`src/rtl/casc_fifo_pkg.sv`:
```
package casc_fifo_pkg;

  // Classification of a pulse arriving on the ring input.
  typedef enum logic {
    TOK_READ  = 1'b0,
    TOK_WRITE = 1'b1
  } tok_kind_e;

  // Pointer width for a storage of the given depth (at least one bit).
  function automatic int unsigned ptr_bits(input int unsigned depth);
    return (depth > 1) ? $clog2(depth) : 1;
  endfunction

  // Counter width able to hold the values 0..depth.
  function automatic int unsigned cnt_bits(input int unsigned depth);
    return $clog2(depth + 1);
  endfunction

  function automatic bit is_pow2(input int unsigned depth);
    return (depth != 0) && ((depth & (depth - 1)) == 0);
  endfunction

endpackage

```
`src/rtl/casc_slice_store.sv`:
```
module casc_slice_store
  import casc_fifo_pkg::*;
#(
  parameter int unsigned DEPTH = 4,
  parameter int unsigned WIDTH = 9
) (
  input  logic             clk,
  input  logic             rst_n,
  input  logic             wr_fire,
  input  logic [WIDTH-1:0] wr_data,
  input  logic             rd_fire,
  output logic [WIDTH-1:0] rd_data,
  output logic             wr_at_last,
  output logic             rd_at_last,
  output logic             is_empty,
  output logic             is_full
);
  localparam int unsigned AW = ptr_bits(DEPTH);
  localparam int unsigned CW = cnt_bits(DEPTH);
  localparam logic [AW-1:0] LAST = AW'(DEPTH - 1);
  localparam logic [CW-1:0] FULL_CNT = CW'(DEPTH);

  logic [WIDTH-1:0] mem [DEPTH];
  logic [AW-1:0]    wptr, rptr, wptr_nx, rptr_nx;
  logic [CW-1:0]    count;

  assign wr_at_last = (wptr == LAST);
  assign rd_at_last = (rptr == LAST);

  // Pointer advance: natural wrap for power-of-two depths, compare otherwise.
  generate
    if (is_pow2(DEPTH)) begin : g_wrap_nat
      assign wptr_nx = wptr + AW'(1);
      assign rptr_nx = rptr + AW'(1);
    end else begin : g_wrap_cmp
      assign wptr_nx = wr_at_last ? '0 : wptr + AW'(1);
      assign rptr_nx = rd_at_last ? '0 : rptr + AW'(1);
    end
  endgenerate

  always_ff @(posedge clk) begin
    if (wr_fire) mem[wptr] <= wr_data;
  end

  always_ff @(posedge clk) begin
    if (!rst_n) begin
      wptr  <= '0;
      rptr  <= '0;
      count <= '0;
    end else begin
      if (wr_fire) wptr <= wptr_nx;
      if (rd_fire) rptr <= rptr_nx;
      unique case ({wr_fire, rd_fire})
        2'b10:   count <= count + CW'(1);
        2'b01:   count <= count - CW'(1);
        default: count <= count;
      endcase
    end
  end

  assign rd_data  = mem[rptr];
  assign is_empty = (count == '0);
  assign is_full  = (count == FULL_CNT);

endmodule

```
`src/rtl/casc_token_ctrl.sv`:
```
module casc_token_ctrl
  import casc_fifo_pkg::*;
(
  input  logic clk,
  input  logic rst_n,
  input  logic first_slice,
  input  logic xp_in,
  input  logic wr_strobe,
  input  logic wr_pass,
  input  logic rd_pass,
  output logic wr_tok,
  output logic rd_tok,
  output logic xp_out
);
  tok_kind_e in_kind;

  // The shared write strobe tells which token an incoming pulse carries.
  assign in_kind = wr_strobe ? TOK_WRITE : TOK_READ;

  always_ff @(posedge clk) begin
    if (!rst_n) begin
      wr_tok <= first_slice;
      rd_tok <= first_slice;
    end else begin
      wr_tok <= (wr_tok & ~wr_pass) | (xp_in & (in_kind == TOK_WRITE));
      rd_tok <= (rd_tok & ~rd_pass) | (xp_in & (in_kind == TOK_READ));
    end
  end

  // A write pass needs wr_strobe, and a read pass needs it low, so they never coincide.
  assign xp_out = wr_pass | rd_pass;

endmodule

```
`src/rtl/casc_fifo_slice.sv`:
```
module casc_fifo_slice
  import casc_fifo_pkg::*;
#(
  parameter int unsigned DEPTH = 4,
  parameter int unsigned WIDTH = 9
) (
  input  logic             clk,
  input  logic             rst_n,
  input  logic             first_slice,
  input  logic             xp_in,
  output logic             xp_out,
  input  logic             in_valid,
  output logic             in_ready,
  input  logic [WIDTH-1:0] in_data,
  input  logic             out_ready,
  output logic             out_valid,
  output logic [WIDTH-1:0] out_data,
  output logic             empty_n,
  output logic             full_n
);
  logic             wr_tok, rd_tok;
  logic             wr_fire, rd_fire;
  logic             wr_at_last, rd_at_last;
  logic             is_empty, is_full;
  logic [WIDTH-1:0] rd_data;

  assign in_ready  = wr_tok & ~is_full;
  assign out_valid = rd_tok & ~is_empty & ~in_valid;
  assign wr_fire   = in_valid & in_ready;
  assign rd_fire   = out_valid & out_ready;
  assign out_data  = out_valid ? rd_data : '0;
  assign empty_n   = ~is_empty;
  assign full_n    = ~is_full;

  casc_slice_store #(.DEPTH(DEPTH), .WIDTH(WIDTH)) u_store (
    .clk        (clk),
    .rst_n      (rst_n),
    .wr_fire    (wr_fire),
    .wr_data    (in_data),
    .rd_fire    (rd_fire),
    .rd_data    (rd_data),
    .wr_at_last (wr_at_last),
    .rd_at_last (rd_at_last),
    .is_empty   (is_empty),
    .is_full    (is_full)
  );

  casc_token_ctrl u_tok (
    .clk         (clk),
    .rst_n       (rst_n),
    .first_slice (first_slice),
    .xp_in       (xp_in),
    .wr_strobe   (in_valid),
    .wr_pass     (wr_fire & wr_at_last),
    .rd_pass     (rd_fire & rd_at_last),
    .wr_tok      (wr_tok),
    .rd_tok      (rd_tok),
    .xp_out      (xp_out)
  );

endmodule

```
`config.mk`:
```
export PLATFORM = sky130hd
export DESIGN_NAME = casc_fifo_slice
export DESIGN_NICKNAME = d
export VERILOG_FILES = /design/src/rtl/casc_fifo_pkg.sv /design/src/rtl/casc_slice_store.sv /design/src/rtl/casc_token_ctrl.sv /design/src/rtl/casc_fifo_slice.sv
export SDC_FILE = /design/constraint.sdc
export NUM_CORES = 1
export LEC_CHECK = 0
export BUFFER_PORTS_ARGS = -buffer_cell sky130_fd_sc_hd__clkbuf_2
export CORE_MARGIN = 3
export CORE_UTILIZATION = 60
export CTS_BUF_LIST = sky130_fd_sc_hd__clkbuf_4
export DETAILED_ROUTE_END_ITERATION = 16
export GPL_ROUTABILITY_DRIVEN = 0
export PLACE_DENSITY = 0.81
export RECOVER_POWER = 50
export SLEW_MARGIN = 25
export SYNTH_ARGS = -nofsm -noshare
export SYNTH_HDL_FRONTEND = slang
export SYNTH_SLANG_ARGS = --single-unit
```
`constraint.sdc`:
```
create_clock -name clk -period 4.67 [get_ports clk]
set_clock_uncertainty 0.2 [all_clocks]
set_input_delay 0.934 -clock clk [delete_from_list [all_inputs] [get_ports clk]]
set_output_delay 0.934 -clock clk [all_outputs]
set_load 0.02 [all_outputs]
```
==> metrics.txt <==
status finished clean; max-slew violation count 0; Worst Min Path Start u_store.wptr[1]$_SDFFE_PN0P_; drt drc 0; synthesis warning total 0; grt met1 use 19.8%; launching element type of the critical path flip-flop; quantity of gates resized following cts 0; count of flip-flops with a built-in enable after synthesis 36; hold_ws 0.309 ns; WS Path Type reg2out; TritonCTS Buffers 5; power per cell area 347 nW/µm²; post-route ant nets 0; layout overhead on the synthesized area 10.2%; Area contributors post-synth sky130_fd_sc_hd__edfxtp_1 (54%), sky130_fd_sc_hd__dfxtp_1 (11%), sky130_fd_sc_hd__mux4_2 (10%); Post-Synthesis Mean Instance Area 15.7 µm²; Required @ worst endpoint 3.54 ns; RSZ-0062 raised after global routing false; start of the worst register-to-register path u_store.count[2]$_SDFFE_PN0P_; CTS tree built; sum of negative setup slack 0 ns; later-pin clock latency in the skew report 0.36 ns; DR vias 1102; maximum number of pins on one net before global-route repair 16; number of detailed-route iterations in the first pass 4; number of placed instances with taps included 194; floorplan row count 20; Die Span Y 63.7 µm; peak clock frequency supported by timing 322 MHz; global-route met3 utilization 6.24%; number of nets in the layout 179; critical path endpoint category output port; overall global routing resource usage 18.0%; First DRT Iteration DRCs 43; crit path max fanout 9; share of the yosys chip area belonging to registers 65.2%; ratio of cells with drive above 1 in the final layout 22.8%; starting utilization of the core area 64.3%; final WL 3030 µm; number of violations of the max-capacitance limit 0; Most Crowded Layer GR met2; post-layout utilization of the core 70.8%; horizontal die dimension 63.7 µm; most common cell after layout, fill and taps aside sky130_fd_sc_hd__edfxtp_1; share of the clock period used by the worst path 66.4%; gate count after technology mapping 127; Tmin final 3.10 ns; final HPWL from detailed placement 2220 µm; hold bufs inserted after CTS 0; top_reg_cell synth sky130_fd_sc_hd__edfxtp_1; fraction of synthesized cell area taken by the top area cell type 54.2%; count of boundary I/O pins 29; number of cells on the worst hold path 2; Final setup violation count 0; CTS sink cnt 47; worst min-delay path endpoint u_store.wptr[1]$_SDFFE_PN0P_; Setup Fix Bufs, Post-CTS 0; Leak 0.000776 µW; drt wl/cell 15.0 µm; overall overflow remaining after global route 0; post-synthesis instance area 1990 µm²; terminus of the critical flop-to-flop path u_store.count[2]$_SDFFE_PN0P_; leading cell types in the layout, fill and taps excluded sky130_fd_sc_hd__edfxtp_1 (36), sky130_fd_sc_hd__clkbuf_2 (18), sky130_fd_sc_hd__dfxtp_1 (11); Power Total 762 µW; worst min-delay path class reg2reg; number of antenna violations at the first check in global routing 0; DIE AREA 4050 µm²; core box area 3100 µm²; via density per instance 5.46; vias in the first global route 1124; global-route wire length before repair 5300 µm; worst-case headroom to the max-slew limit 54.0%; Netlist cell types 29; depth of the worst register-to-register path 9; Least-Margin Pin Slew 0.690 ns; share of synthesized flip-flops with an asynchronous set or reset 0%; critical path arrival 1.97 ns; maximum count of clock buffers along a single path 2; final non-filler cell total 202; area leader, netlist sky130_fd_sc_hd__edfxtp_1; clock transition at the register clock pins on the worst setup and hold paths after CTS 0.13 ns; post-synthesis register bit count 47; Antenna diodes 0; setup slack of the worst register-to-register path 1.96 ns; number of hold violations in the final report 0; syn nets 149; buffers added on ports 28; Global Route met2 Usage 31.4%; Clock Root Buffer sky130_fd_sc_hd__clkbuf_4; Clock H-tree levels 2; Worst IR Drop VDD 0.195 mV
## critical path, cell delays in order (launching register included)
cell and delay, ns:
sky130_fd_sc_hd__dfxtp_1 0.71, sky130_fd_sc_hd__mux4_2 0.58, sky130_fd_sc_hd__nor2b_1 0.14, sky130_fd_sc_hd__clkbuf_2 0.17
## flip-flops by register name, summed over array words and instances (netlist names), named ones only
register	cells
u_store.wptr	2
u_tok.rd_tok	1
u_store.rptr	2
u_store.mem	36
u_tok.wr_tok	1
u_store.count	3
## where the power goes
group	internal [µW]	switching, µW
clock network	57.9	126
registers	470	11.7
logic	41.9	55.6
total	569	193
## cell families (layout without fill, tap and decap cells)
group | Yosys count | after routing | share of synthesized area, %
AOI/OAI and AO/OA | 8 | 8 | 2.76
DFF | 47 | 47 | 65.2
xor gates and xnor gates | 2 | 2 | 0.878
and+or+nand+nor | 35 | 35 | 10.5
buffers and inverters | 14 | 45 | 3.14
muxes | 14 | 14 | 12.7
adders and majority gates | 7 | 7 | 4.77
## cells in the mapped netlist (all sizes together), types with 2 or more instances
| library cell | instances |
|---|---|
| edfxtp | 36 |
| dfxtp | 11 |
| nand2 | 10 |
| inv | 9 |
| mux4 | 9 |
| nor2b | 9 |
| and2 | 7 |
| ha | 6 |
| mux2i | 5 |
| buf | 3 |
| a31oi | 2 |
| clkbuf | 2 |
| nand2b | 2 |
| o21ai | 2 |
## worst max-delay path by stage
stage | startpoint | end | depth (start not counted)
finish | flip-flop | out_data[1] | 3
global route | flip-flop | out_data[1] | 3
CTS | flip-flop | out_data[1] | 3
detailed placement | in_valid | out_data[1] | 4
global placement | in_valid | out_data[3] | 4
floorplan | in_valid | u_store.count[2]$_SDFFE_PN0P_ | 8
## routing by layer
metal | share of wire, % | vias to the layer above
li1 | - | 525
met5 | 0 | -
met3 | 5.9 | 6
met2 | 53 | 27
met1 | 39 | 544
met4 | 1.7 | 0
## metrics by stage
| stage | cell area, µm² | setup slack (ns) |
|---|---|---|
| floorplan | 1990 | 1.92 |
| finish | 2200 | 1.57 |
| CTS | 2220 | 1.49 |
| global route | 2200 | 1.39 |
| global placement | 2160 | 1.68 |
| detailed placement | 2160 | 1.57 |
## layout make-up
class	instances	area [µm²]
clock buffers	5	37.5
clock inverters	3	20.0
fillers	240	905
inverters	9	33.8
multi-input cells	66	623
flip-flops and latches	47	1300
well taps	44	55.1
repair buffers	28	128
(Power assumes the default switching activity.)
